### src/rtl/spi3w_pkg.sv
package spi3w_pkg;
  typedef enum logic [1:0] {
    PH_INSTR = 2'd0,
    PH_DATA  = 2'd1,
    PH_DONE  = 2'd2
  } phase_e;
endpackage

### src/rtl/spi3w_sync.sv
// Multi-stage synchroniser for asynchronous pad inputs.
module spi3w_sync #(
  parameter int          WIDTH   = 1,
  parameter int          STAGES  = 2,
  parameter logic [WIDTH-1:0] RST_VAL = '0
) (
  input  logic             clk,
  input  logic             rst_n,
  input  logic [WIDTH-1:0] d_i,
  output logic [WIDTH-1:0] q_o
);
  logic [WIDTH-1:0] stage_q [STAGES];

  always_ff @(posedge clk or negedge rst_n) begin
    if (!rst_n) stage_q[0] <= RST_VAL;
    else        stage_q[0] <= d_i;
  end

  for (genvar k = 1; k < STAGES; k++) begin : g_stage
    always_ff @(posedge clk or negedge rst_n) begin
      if (!rst_n) stage_q[k] <= RST_VAL;
      else        stage_q[k] <= stage_q[k-1];
    end
  end

  assign q_o = stage_q[STAGES-1];
endmodule

### src/rtl/spi3w_frame.sv
// Frame sequencer: instruction capture, byte counting, address stepping
// and register port strobes.
module spi3w_frame
  import spi3w_pkg::*;
#(
  parameter int ADDR_W = 13,
  parameter int DATA_W = 8,
  parameter int LEN_W  = 2
) (
  input  logic              clk,
  input  logic              rst_n,
  input  logic              active_i,
  input  logic              rise_i,
  input  logic              din_i,
  output logic              wr_o,
  output logic              rd_o,
  output logic [ADDR_W-1:0] addr_o,
  output logic [DATA_W-1:0] wdata_o,
  output logic              arm_o
);
  localparam int INS_W = 1 + LEN_W + ADDR_W;
  localparam int CNT_W = $clog2(INS_W);
  localparam int REM_W = LEN_W + 1;
  localparam logic [LEN_W-1:0] LEN_STREAM = '1;
  localparam logic [CNT_W-1:0] INS_LAST   = CNT_W'(INS_W - 1);
  localparam logic [CNT_W-1:0] BYTE_LAST  = CNT_W'(DATA_W - 1);

  phase_e             phase_q;
  logic [CNT_W-1:0]   cnt_q;
  logic [INS_W-1:0]   sh_q;
  logic [ADDR_W-1:0]  cur_addr_q;
  logic [REM_W-1:0]   rem_q;
  logic               is_read_q;
  logic               stream_q;

  logic [INS_W-1:0]   word;
  logic               w_rw;
  logic [LEN_W-1:0]   w_len;
  logic [ADDR_W-1:0]  w_addr;
  logic [ADDR_W-1:0]  nxt_addr;
  logic               last_byte;

  always_comb begin
    word      = {sh_q[INS_W-2:0], din_i};
    w_rw      = word[INS_W-1];
    w_len     = word[INS_W-2 -: LEN_W];
    w_addr    = word[ADDR_W-1:0];
    nxt_addr  = cur_addr_q + ADDR_W'(1);
    last_byte = !stream_q && (rem_q == REM_W'(1));
  end

  always_ff @(posedge clk or negedge rst_n) begin
    if (!rst_n) begin
      phase_q    <= PH_INSTR;
      cnt_q      <= '0;
      sh_q       <= '0;
      cur_addr_q <= '0;
      rem_q      <= '0;
      is_read_q  <= 1'b0;
      stream_q   <= 1'b0;
      wr_o       <= 1'b0;
      rd_o       <= 1'b0;
      arm_o      <= 1'b0;
      addr_o     <= '0;
      wdata_o    <= '0;
    end else begin
      wr_o  <= 1'b0;
      rd_o  <= 1'b0;
      arm_o <= 1'b0;
      if (!active_i) begin
        phase_q <= PH_INSTR;
        cnt_q   <= '0;
        sh_q    <= '0;
      end else if (rise_i) begin
        sh_q <= word;
        case (phase_q)
          PH_INSTR: begin
            if (cnt_q == INS_LAST) begin
              cnt_q      <= '0;
              phase_q    <= PH_DATA;
              is_read_q  <= w_rw;
              cur_addr_q <= w_addr;
              stream_q   <= (w_len == LEN_STREAM);
              rem_q      <= REM_W'(w_len) + REM_W'(1);
              if (w_rw) begin
                rd_o   <= 1'b1;
                arm_o  <= 1'b1;
                addr_o <= w_addr;
              end
            end else begin
              cnt_q <= cnt_q + CNT_W'(1);
            end
          end
          PH_DATA: begin
            if (cnt_q == BYTE_LAST) begin
              cnt_q      <= '0;
              cur_addr_q <= nxt_addr;
              if (!stream_q) rem_q <= rem_q - REM_W'(1);
              if (!is_read_q) begin
                wr_o    <= 1'b1;
                addr_o  <= cur_addr_q;
                wdata_o <= word[DATA_W-1:0];
              end
              if (last_byte) begin
                phase_q <= PH_DONE;
              end else if (is_read_q) begin
                rd_o   <= 1'b1;
                arm_o  <= 1'b1;
                addr_o <= nxt_addr;
              end
            end else begin
              cnt_q <= cnt_q + CNT_W'(1);
            end
          end
          default: begin
            cnt_q <= '0;
          end
        endcase
      end
    end
  end
endmodule

### src/rtl/spi3w_tx.sv
// Read-side shifter: captures fetched register data and launches it
// on falling serial clock edges.
module spi3w_tx #(
  parameter int DATA_W = 8
) (
  input  logic              clk,
  input  logic              rst_n,
  input  logic              active_i,
  input  logic              fall_i,
  input  logic              arm_i,
  input  logic              fetch_i,
  input  logic [DATA_W-1:0] rdata_i,
  output logic              sdio_o,
  output logic              sdio_oe_o
);
  logic              fetch_q;
  logic [DATA_W-1:0] hold_q;
  logic [DATA_W-1:0] shreg_q;
  logic              pend_q;
  logic              oe_q;

  always_ff @(posedge clk or negedge rst_n) begin
    if (!rst_n) begin
      fetch_q <= 1'b0;
      hold_q  <= '0;
      shreg_q <= '0;
      pend_q  <= 1'b0;
      oe_q    <= 1'b0;
    end else begin
      fetch_q <= fetch_i;
      if (fetch_q) hold_q <= rdata_i;
      if (!active_i) begin
        pend_q  <= 1'b0;
        oe_q    <= 1'b0;
        shreg_q <= '0;
      end else begin
        if (arm_i) pend_q <= 1'b1;
        if (fall_i) begin
          if (pend_q) begin
            shreg_q <= hold_q;
            pend_q  <= 1'b0;
            oe_q    <= 1'b1;
          end else begin
            shreg_q <= {shreg_q[DATA_W-2:0], 1'b0};
          end
        end
      end
    end
  end

  assign sdio_o    = shreg_q[DATA_W-1];
  assign sdio_oe_o = oe_q;
endmodule

### src/rtl/spi3w_reg_slave.sv
module spi3w_reg_slave #(
  parameter int ADDR_W      = 13,
  parameter int DATA_W      = 8,
  parameter int LEN_W       = 2,
  parameter int SYNC_STAGES = 2
) (
  input  logic              clk,
  input  logic              rst_n,
  input  logic              spi_sclk_i,
  input  logic              spi_csn_i,
  input  logic              spi_sdio_i,
  output logic              spi_sdio_o,
  output logic              spi_sdio_oe,
  output logic              reg_wr_o,
  output logic              reg_rd_o,
  output logic [ADDR_W-1:0] reg_addr_o,
  output logic [DATA_W-1:0] reg_wdata_o,
  input  logic [DATA_W-1:0] reg_rdata_i
);
  localparam int PAD_W = 3;

  logic [PAD_W-1:0] pad_s;
  logic             csn_s;
  logic             sclk_s;
  logic             sdio_s;
  logic             sclk_d;
  logic             sclk_rise;
  logic             sclk_fall;
  logic             frame_act;
  logic             load_arm;

  spi3w_sync #(
    .WIDTH   (PAD_W),
    .STAGES  (SYNC_STAGES),
    .RST_VAL (3'b100)
  ) i_sync (
    .clk   (clk),
    .rst_n (rst_n),
    .d_i   ({spi_csn_i, spi_sclk_i, spi_sdio_i}),
    .q_o   (pad_s)
  );

  assign {csn_s, sclk_s, sdio_s} = pad_s;

  always_ff @(posedge clk or negedge rst_n) begin
    if (!rst_n) sclk_d <= 1'b0;
    else        sclk_d <= sclk_s;
  end

  assign sclk_rise = sclk_s & ~sclk_d;
  assign sclk_fall = ~sclk_s & sclk_d;
  assign frame_act = ~csn_s;

  spi3w_frame #(
    .ADDR_W (ADDR_W),
    .DATA_W (DATA_W),
    .LEN_W  (LEN_W)
  ) i_frame (
    .clk      (clk),
    .rst_n    (rst_n),
    .active_i (frame_act),
    .rise_i   (sclk_rise),
    .din_i    (sdio_s),
    .wr_o     (reg_wr_o),
    .rd_o     (reg_rd_o),
    .addr_o   (reg_addr_o),
    .wdata_o  (reg_wdata_o),
    .arm_o    (load_arm)
  );

  spi3w_tx #(
    .DATA_W (DATA_W)
  ) i_tx (
    .clk       (clk),
    .rst_n     (rst_n),
    .active_i  (frame_act),
    .fall_i    (sclk_fall),
    .arm_i     (load_arm),
    .fetch_i   (reg_rd_o),
    .rdata_i   (reg_rdata_i),
    .sdio_o    (spi_sdio_o),
    .sdio_oe_o (spi_sdio_oe)
  );
endmodule

### config.mk
export PLATFORM = sky130hd
export DESIGN_NAME = spi3w_reg_slave
export DESIGN_NICKNAME = d
export VERILOG_FILES = /design/src/rtl/spi3w_pkg.sv /design/src/rtl/spi3w_sync.sv /design/src/rtl/spi3w_frame.sv /design/src/rtl/spi3w_tx.sv /design/src/rtl/spi3w_reg_slave.sv
export SDC_FILE = /design/constraint.sdc
export NUM_CORES = 1
export LEC_CHECK = 0
export BUFFER_PORTS_ARGS = -buffer_cell sky130_fd_sc_hd__buf_2
export CAP_MARGIN = 20
export CORE_MARGIN = 3
export CORE_UTILIZATION = 32
export DETAILED_ROUTE_END_ITERATION = 10
export GPL_TIMING_DRIVEN = 0
export PLACE_DENSITY = 0.5
export SYNTH_ARGS = -nofsm -noshare
export SYNTH_HDL_FRONTEND = slang
export SYNTH_HIERARCHICAL = 1
export SYNTH_SLANG_ARGS = --single-unit
export TNS_END_PERCENT = 100
### constraint.sdc
create_clock -name clk -period 2 [get_ports clk]
set_input_delay 0.3 -clock clk [delete_from_list [all_inputs] [get_ports clk]]
set_output_delay 0.3 -clock clk [all_outputs]
set_load 0.02 [all_outputs]
==> metrics, run 1 <==
result of the run=completed; cell depth of the worst hold path=1; post-layout power=3698 µW; wire length of the first global-routing pass=18.11 mm; Net Sw Frac=20.44%; top cells by area, synth=dfrtp_1, mux2i_1, a21oi_1; sum of negative setup slack=0 ps; period utilization=94.69%; cell area after synthesis=0.004484 mm²; final HPWL from detailed placement=7.484 mm; final setup skew=3.530 ps; Avg Vias per Cell=5.089; CTS Sinks=88; Die H=124.4 µm; DRC Markers=0; count of vias placed by the detailed router=3389; Layout area overhead=18.50%; Detailed Route Iter0 Violations=320; worst min-delay path class=input port to flop; latest clock arrival within the worst-skew pair=340 ps; initial antenna violation count=0; global route total overflow=0; # nets final=504; number of enable-type register cells in the synthesized netlist=0; power density cells=695.9 mW/mm²; critical path's slowest cell=nor4_4; Cell variety after synth=59; total global-route track usage=14.30%; initial core utilization=33.33%; number of cells produced by synthesis=434; pin count of the biggest net entering global routing=55; number of violations of the max-capacitance limit=0; cell area after placement=0.004920 mm²; arrival time worst endpoint=2110 ps; cell at the root of the clock tree=clkbuf_16; CP peak stage delay=350 ps; list of most frequent post-synthesis cells=dfrtp_1, a21oi_1, nor2_1; Worst Setup Start Kind=flop; Max Freq=528.0 MHz; final antenna diode count=0; clock tree from TritonCTS=done; worst hold endpoint=i_sync/stage_q[3]; Wirelength per Cell=16.13 µm; mean post-synth cell area=10.33 µm²; sw power=755.7 µW; Tightest Pin Transition=647.0 ps; total of fill cells in the finished design=1359; Crit Reg-Reg Startpoint=i_sync/q_o[1]; clock-pin transition on the worst setup and hold timing paths=60 ps; unrepaired setup endpoints after global routing=true; part of the total power dissipated in sequential elements=49.0%; Clk pwr share=47.4%; ANT nets after route=0; area fraction of the dominant cell type after synthesis=47.99%; largest vdd supply drop=0.3936 mV; count of final hold-check violations=0; count of input and output buffers=37; total die area=0.01547 mm²; clock period minus worst slack=1894 ps; Max transition margin=56.87%; critical setup path kind=flop to flop; Synth async-reset ratio=100.0%; final count of pins violating max slew=0; non-filler cells, final=666; Inst Count DP=648; routability congestion estimate from global placement=0.8375; Detailed Route WL=10.74 mm; cell chain of the critical path=buf_4 > nor2b_2 > buf_6 > inv_1 > nor4_4 > buf_12 > mux2_2; number of rows created at floorplan=42; fraction of power consumed by combinational cells=3.6%; maximum net fanout on the critical path=10; number of buffers created by CTS=9; Crit. End Element=flop; terminus of the critical flop-to-flop path=i_frame/wdata_o[5]; count of state elements after synthesis=88; cell-internal power=2942 µW; register-to-register setup slack=110 ps; Leakage=0.002358 µW; count leader, synth=dfrtp_1; Post-Synthesis Net Count=452; width of the chip=124.4 µm; biggest area consumer among synthesized cells=dfrtp_1; required time of the critical path=2220 ps; Yosys warnings=6; Final Instance Area=0.005314 mm²; Max H-tree Level=3; Pre-antenna DRT Iters=5; core region area=0.01345 mm²; via count of the first global-routing pass=3456; hold path startpoint=spi_sdio_i; top-level I/O count=38; Worst R2R Path Depth=7; leading register cell type out of synthesis=dfrtp_1; Clock Tree Buf Depth=2; fraction of final layout cells with drive strength greater than 1=23.88%; total setup violations reported at the end of the flow=0; Seq/Total Area, Yosys=49.16%
## per-stage QoR
stage | util [%] | worst slack (ps) | hold WS (ps)
final | 39.50 | 106.2 | 65.02
after global routing | 39.50 | -54.91 | 55.70
after CTS | 39.11 | 1.852 | 52.16
after detailed placement | 36.57 | -226.9 | 301.0
after global placement | 36.35 | -287.1 | 335.6
after floorplan | - | 168.8 | 4.409
## power groups by stage
| stage | registers, µW | clock network [µW] | logic, µW |
|---|---|---|---|
| floorplan | 1840 | 0 | 62.7 |
| global placement | 1840 | 0 | 128 |
| detailed placement | 1840 | 0 | 136 |
| CTS | 1810 | 1810 | 138 |
| global route | 1810 | 1870 | 154 |
| finish | 1810 | 1750 | 134 |
## cell families (layout without fill, tap and decap cells)
logic type                 after synthesis  count (layout)  synth area share, %
and+or+nand+nor                        130             130                15.54
AOI/OAI and AO/OA                      118             118                16.43
DFF                                     88              88                49.16
buffers and inverters                   43              99                5.441
muxes                                   40              40                9.654
xor gates and xnor gates                10              10                2.372
adders and majority gates                5               5                1.395
## sequential cells by signal, indices dropped and copies added (netlist names), 2 cells and up
register / flops
i_frame/phase_q: 2
i_sync/stage_q: 3
i_frame/addr_o: 13
i_sync/q_o: 3
i_frame/wdata_o: 8
i_frame/cnt_q: 4
i_frame/cur_addr_q: 13
i_tx/shreg_q: 8
i_tx/hold_q: 8
i_frame/sh_q: 15
i_frame/rem_q: 3
## layer usage
metal | vias to the layer above | GRT usage (%) | wire [µm]
met3 | 18 | 3.431 | 481
met4 | 0 | 5.158 | 260
li1 | 1631 | - | -
met5 | - | 0 | 0
met1 | 1647 | 19.38 | 5001
met2 | 93 | 22.33 | 4999
## critical path: cells and delay by family, from the launching register on
kind	cells	cell delay, ps
simple gates	2	510
mux	1	340
buf+inv	4	610
flops	1	320
## placed cells by master (no fill, tap or decap), drive strengths merged, types with 7 or more instances in the layout
master / netlist / routed
a21oi: 39 / 39
a31oi: 13 / 13
buf: 21 / 62
clkbuf: 12 / 23
dfrtp: 86 / 86
inv: 10 / 9
mux2: 17 / 17
mux2i: 23 / 23
nand2: 21 / 21
nand3: 12 / 12
nor2: 34 / 34
nor2b: 27 / 27
nor3: 7 / 7
o21ai: 33 / 33
## final cells by class
cell class | instances | area [µm²] | area share (%)
tap | 176 | 220.2 | 4.144
clock buffer | 12 | 236.5 | 4.450
timing repair buffer | 42 | 260.3 | 4.898
clock inverter | 3 | 67.56 | 1.271
buffer | 32 | 209.0 | 3.932
multi-input combinational | 303 | 2074 | 39.04
sequential | 88 | 2205 | 41.49
inverter | 10 | 41.29 | 0.7770
## repair_timing
| action | in CTS | in global routing |
|---|---|---|
| endpoints found under the hold margin | 34 | 0 |
| buffers inserted | 1 | 2 |
| hold buffers | 1 | 0 |
| pin swaps | 1 | 0 |
| resized for setup | 4 | 14 |
| gates cloned | 0 | 0 |
| setup endpoints to repair | 25 | 34 |
## worst max path at each step
stage               depth (start not counted)                 end              from
CTS                                         8   i_frame/addr_o[4]     i_sync/q_o[1]
floorplan                                   6  i_frame/wdata_o[0]     i_sync/q_o[1]
global placement                            7   i_frame/addr_o[3]  i_frame/rem_q[1]
global route                                7    i_frame/rem_q[2]  i_frame/cnt_q[0]
detailed placement                          8  i_frame/addr_o[12]  i_frame/rem_q[1]
finish                                      7  i_frame/wdata_o[5]     i_sync/q_o[1]
Power figures use the tool's default switching activity.
==> inputs of run 2 (changes only) <==
- CORE_MARGIN: 3 -> unset
- clock period: 2 -> 2.05 ns (I/O delays scaled with it)
==> run 2 against run 1 <==
Effect of this change: utilization grew 0.074 points; non-clock buffer count up 4; wire length is 1.4% higher; cell area is 0.19% higher; final cell count up 0.75%; critical path depth unchanged; via count increased by 0.71%; global-route usage increased by 1.9 points; critical endpoint is now i_frame/wdata_o[0]; largest power group unchanged.
==> metrics, run 2 (synthesis gave the netlist of run 1 again) <==
largest vdd supply drop=0.3261 mV (was 0.3936 mV); WP buf/inv=4 (unchanged); number of flip-flops in the largest register=15 (unchanged); initial core utilization=33.33% (unchanged); arrival time worst endpoint=2150 ps (was 2110 ps); period utilization=93.47% (was 94.69%); Clock Tree Buf Depth=2 (unchanged); final setup skew=10.34 ps (was 3.530 ps); Layout area overhead=18.72% (was 18.50%); Max Freq=521.9 MHz (was 528.0 MHz); worst hold endpoint=i_sync/stage_q[5] (was i_sync/stage_q[3]); final HPWL from detailed placement=7.446 mm (was 7.484 mm); global route total overflow=0 (unchanged); largest reg by FF count=i_frame/sh_q (unchanged); Max H-tree Level=3 (unchanged); count of vias placed by the detailed router=3413 (was 3389); total setup violations reported at the end of the flow=0 (unchanged); final hold slack=58.26 ps (was 65.02 ps); Worst Setup Start Kind=flop (unchanged); CTS Sinks=88 (unchanged); cell depth of the worst hold path=1 (unchanged); number of violations of the max-capacitance limit=0 (unchanged); Crit. End Element=flop (unchanged); total global-route track usage=16.21% (was 14.30%); Max transition margin=54.35% (was 56.87%); most frequent cells in the layout=dfrtp_1, buf_2, a21oi_1 (unchanged); Wirelength per Cell=16.23 µm (was 16.13 µm); leading cell type in the layout, fill and taps excluded=dfrtp_1 (unchanged); power density cells=656.6 mW/mm² (was 695.9 mW/mm²); Detailed Route Iter0 Violations=280 (was 320); width of the chip=120.4 µm (was 124.4 µm); worst min-delay path class=input port to flop (unchanged); number of buffers created by CTS=9 (unchanged); required time of the critical path=2280 ps (was 2220 ps); count of final hold-check violations=0 (unchanged); Worst R2R Path Depth=7 (unchanged); latest clock arrival within the worst-skew pair=350 ps (was 340 ps); critical path's slowest cell=nor4_4 (unchanged); DRC Markers=0 (unchanged); clock period minus worst slack=1916 ps (was 1894 ps); number of rows created at floorplan=42 (unchanged); Avg Vias per Cell=5.086 (was 5.089); sw power=819.2 µW (was 755.7 µW); initial antenna violation count=0 (unchanged); top-level I/O count=38 (unchanged); Inst Count DP=648 (unchanged); clock-pin transition on the worst setup and hold timing paths=70 ps (was 60 ps); part of the total power dissipated in sequential elements=50.5% (was 49.0%); CP top delay family=simple AND/OR/NAND/NOR gates (was buffers and inverters); ANT nets after route=0 (unchanged); unrepaired setup endpoints after global routing=false (was true); Die H=120.4 µm (was 124.4 µm); largest registers=i_frame/sh_q (15), i_frame/addr_o (13), i_frame/cur_addr_q (13) (unchanged); clock tree from TritonCTS=done (unchanged); routability congestion estimate from global placement=0.8382 (was 0.8375); core region area=0.01345 mm² (unchanged); CP peak stage delay=350 ps (about the same); final count of pins violating max slew=0 (unchanged); Leakage=0.002368 µW (was 0.002358 µW); final core utilization=39.57% (was 39.50%); total of fill cells in the finished design=1360 (was 1359); Detailed Route WL=10.89 mm (was 10.74 mm); Tightest Pin Transition=684.8 ps (was 647.0 ps); fraction of final layout cells with drive strength greater than 1=24.85% (was 23.88%); fraction of power consumed by combinational cells=4.0% (was 3.6%); wire length of the first global-routing pass=17.91 mm (was 18.11 mm); register-to-register setup slack=130 ps (was 110 ps); Net Sw Frac=23.43% (was 20.44%); non-filler cells, final=671 (was 666); Pre-antenna DRT Iters=5 (unchanged); post-layout power=3496 µW (was 3698 µW); cell at the root of the clock tree=clkbuf_16 (unchanged); total die area=0.01449 mm² (was 0.01547 mm²); critical setup path kind=flop to flop (unchanged); maximum net fanout on the critical path=9 (was 10); final antenna diode count=0 (unchanged); count of input and output buffers=37 (unchanged); pin count of the biggest net entering global routing=54 (was 55); cell chain of the critical path=buf_4 > nor2b_1 > buf_6 > clkinvlp_4 > nor4_4 > buf_12 > mux2_2 (was buf_4 > nor2b_2 > buf_6 > inv_1 > nor4_4 > buf_12 > mux2_2); terminus of the critical flop-to-flop path=i_frame/wdata_o[0] (was i_frame/wdata_o[5]); hold path startpoint=spi_csn_i (was spi_sdio_i); result of the run=completed (unchanged); Clk pwr share=45.5% (was 47.4%); via count of the first global-routing pass=3360 (was 3456); Crit Reg-Reg Startpoint=i_sync/q_o[1] (unchanged); cell-internal power=2677 µW (was 2942 µW); # nets final=508 (was 504)
-- run 2: worst max path at each step --
stage                     slack [ps]                   from  cells after the start            endpoint
after floorplan                  220          i_sync/q_o[1]                      6  i_frame/wdata_o[0]
after global placement          -230       i_frame/rem_q[1]                      7   i_frame/addr_o[3]
after detailed placement        -160       i_frame/rem_q[1]                      7   i_frame/addr_o[3]
after CTS                         30          i_sync/q_o[1]                      8   i_frame/addr_o[4]
after global routing               7  i_frame/cur_addr_q[0]                      6  i_frame/addr_o[10]
final                            130          i_sync/q_o[1]                      7  i_frame/wdata_o[0]
-- run 2: timing repair --
action                                  CTS  global route
gates resized for setup                   3            15
hold endpoints to repair                 35             0
endpoints found under the setup margin   24            33
hold buffers                              1             0
pin swaps                                 1             0
setup buffers                             1             6
-- run 2: through the flow --
stage	instance area, µm²	TNS, ps	setup WS (ps)
6_report	5324	0	133.8
5_1_grt	5324	0	7.038
4_1_cts	5238	0	32.88
3_5_place_dp	4920	-1893	-165.0
3_3_place_gp	4890	-17490	-229.6
2_1_floorplan	4484	0	218.8
-- run 2: layout make-up --
cell class,instances,area [µm²],share of cell area (%)
Buffer,32,209.0,3.925
Clock buffer,11,242.7,4.559
Clock inverter,5,38.79,0.7286
Inverter,10,45.04,0.8461
Multi-Input combinational cell,303,2073,38.94
Sequential cell,88,2205,41.41
Tap cell,176,220.2,4.136
Timing Repair Buffer,46,290.3,5.452
-- run 2: power by group through the flow --
stage | logic [µW] | registers [µW] | clock network [µW]
5_1_grt | 157 | 1770 | 1720
3_3_place_gp | 124 | 1800 | 0
4_1_cts | 136 | 1770 | 1640
2_1_floorplan | 61.2 | 1800 | 0
6_report | 139 | 1770 | 1590
3_5_place_dp | 134 | 1800 | 0
-- run 2: per-layer routing --
layer | routed length [µm] | global-route usage [%] | part of all wire, %
met5 | 0 | 0 | 0
met4 | 254 | 7.793 | 2.3
met3 | 461 | 2.972 | 4.2
met2 | 5000 | 25.25 | 46
met1 | 5174 | 21.70 | 48
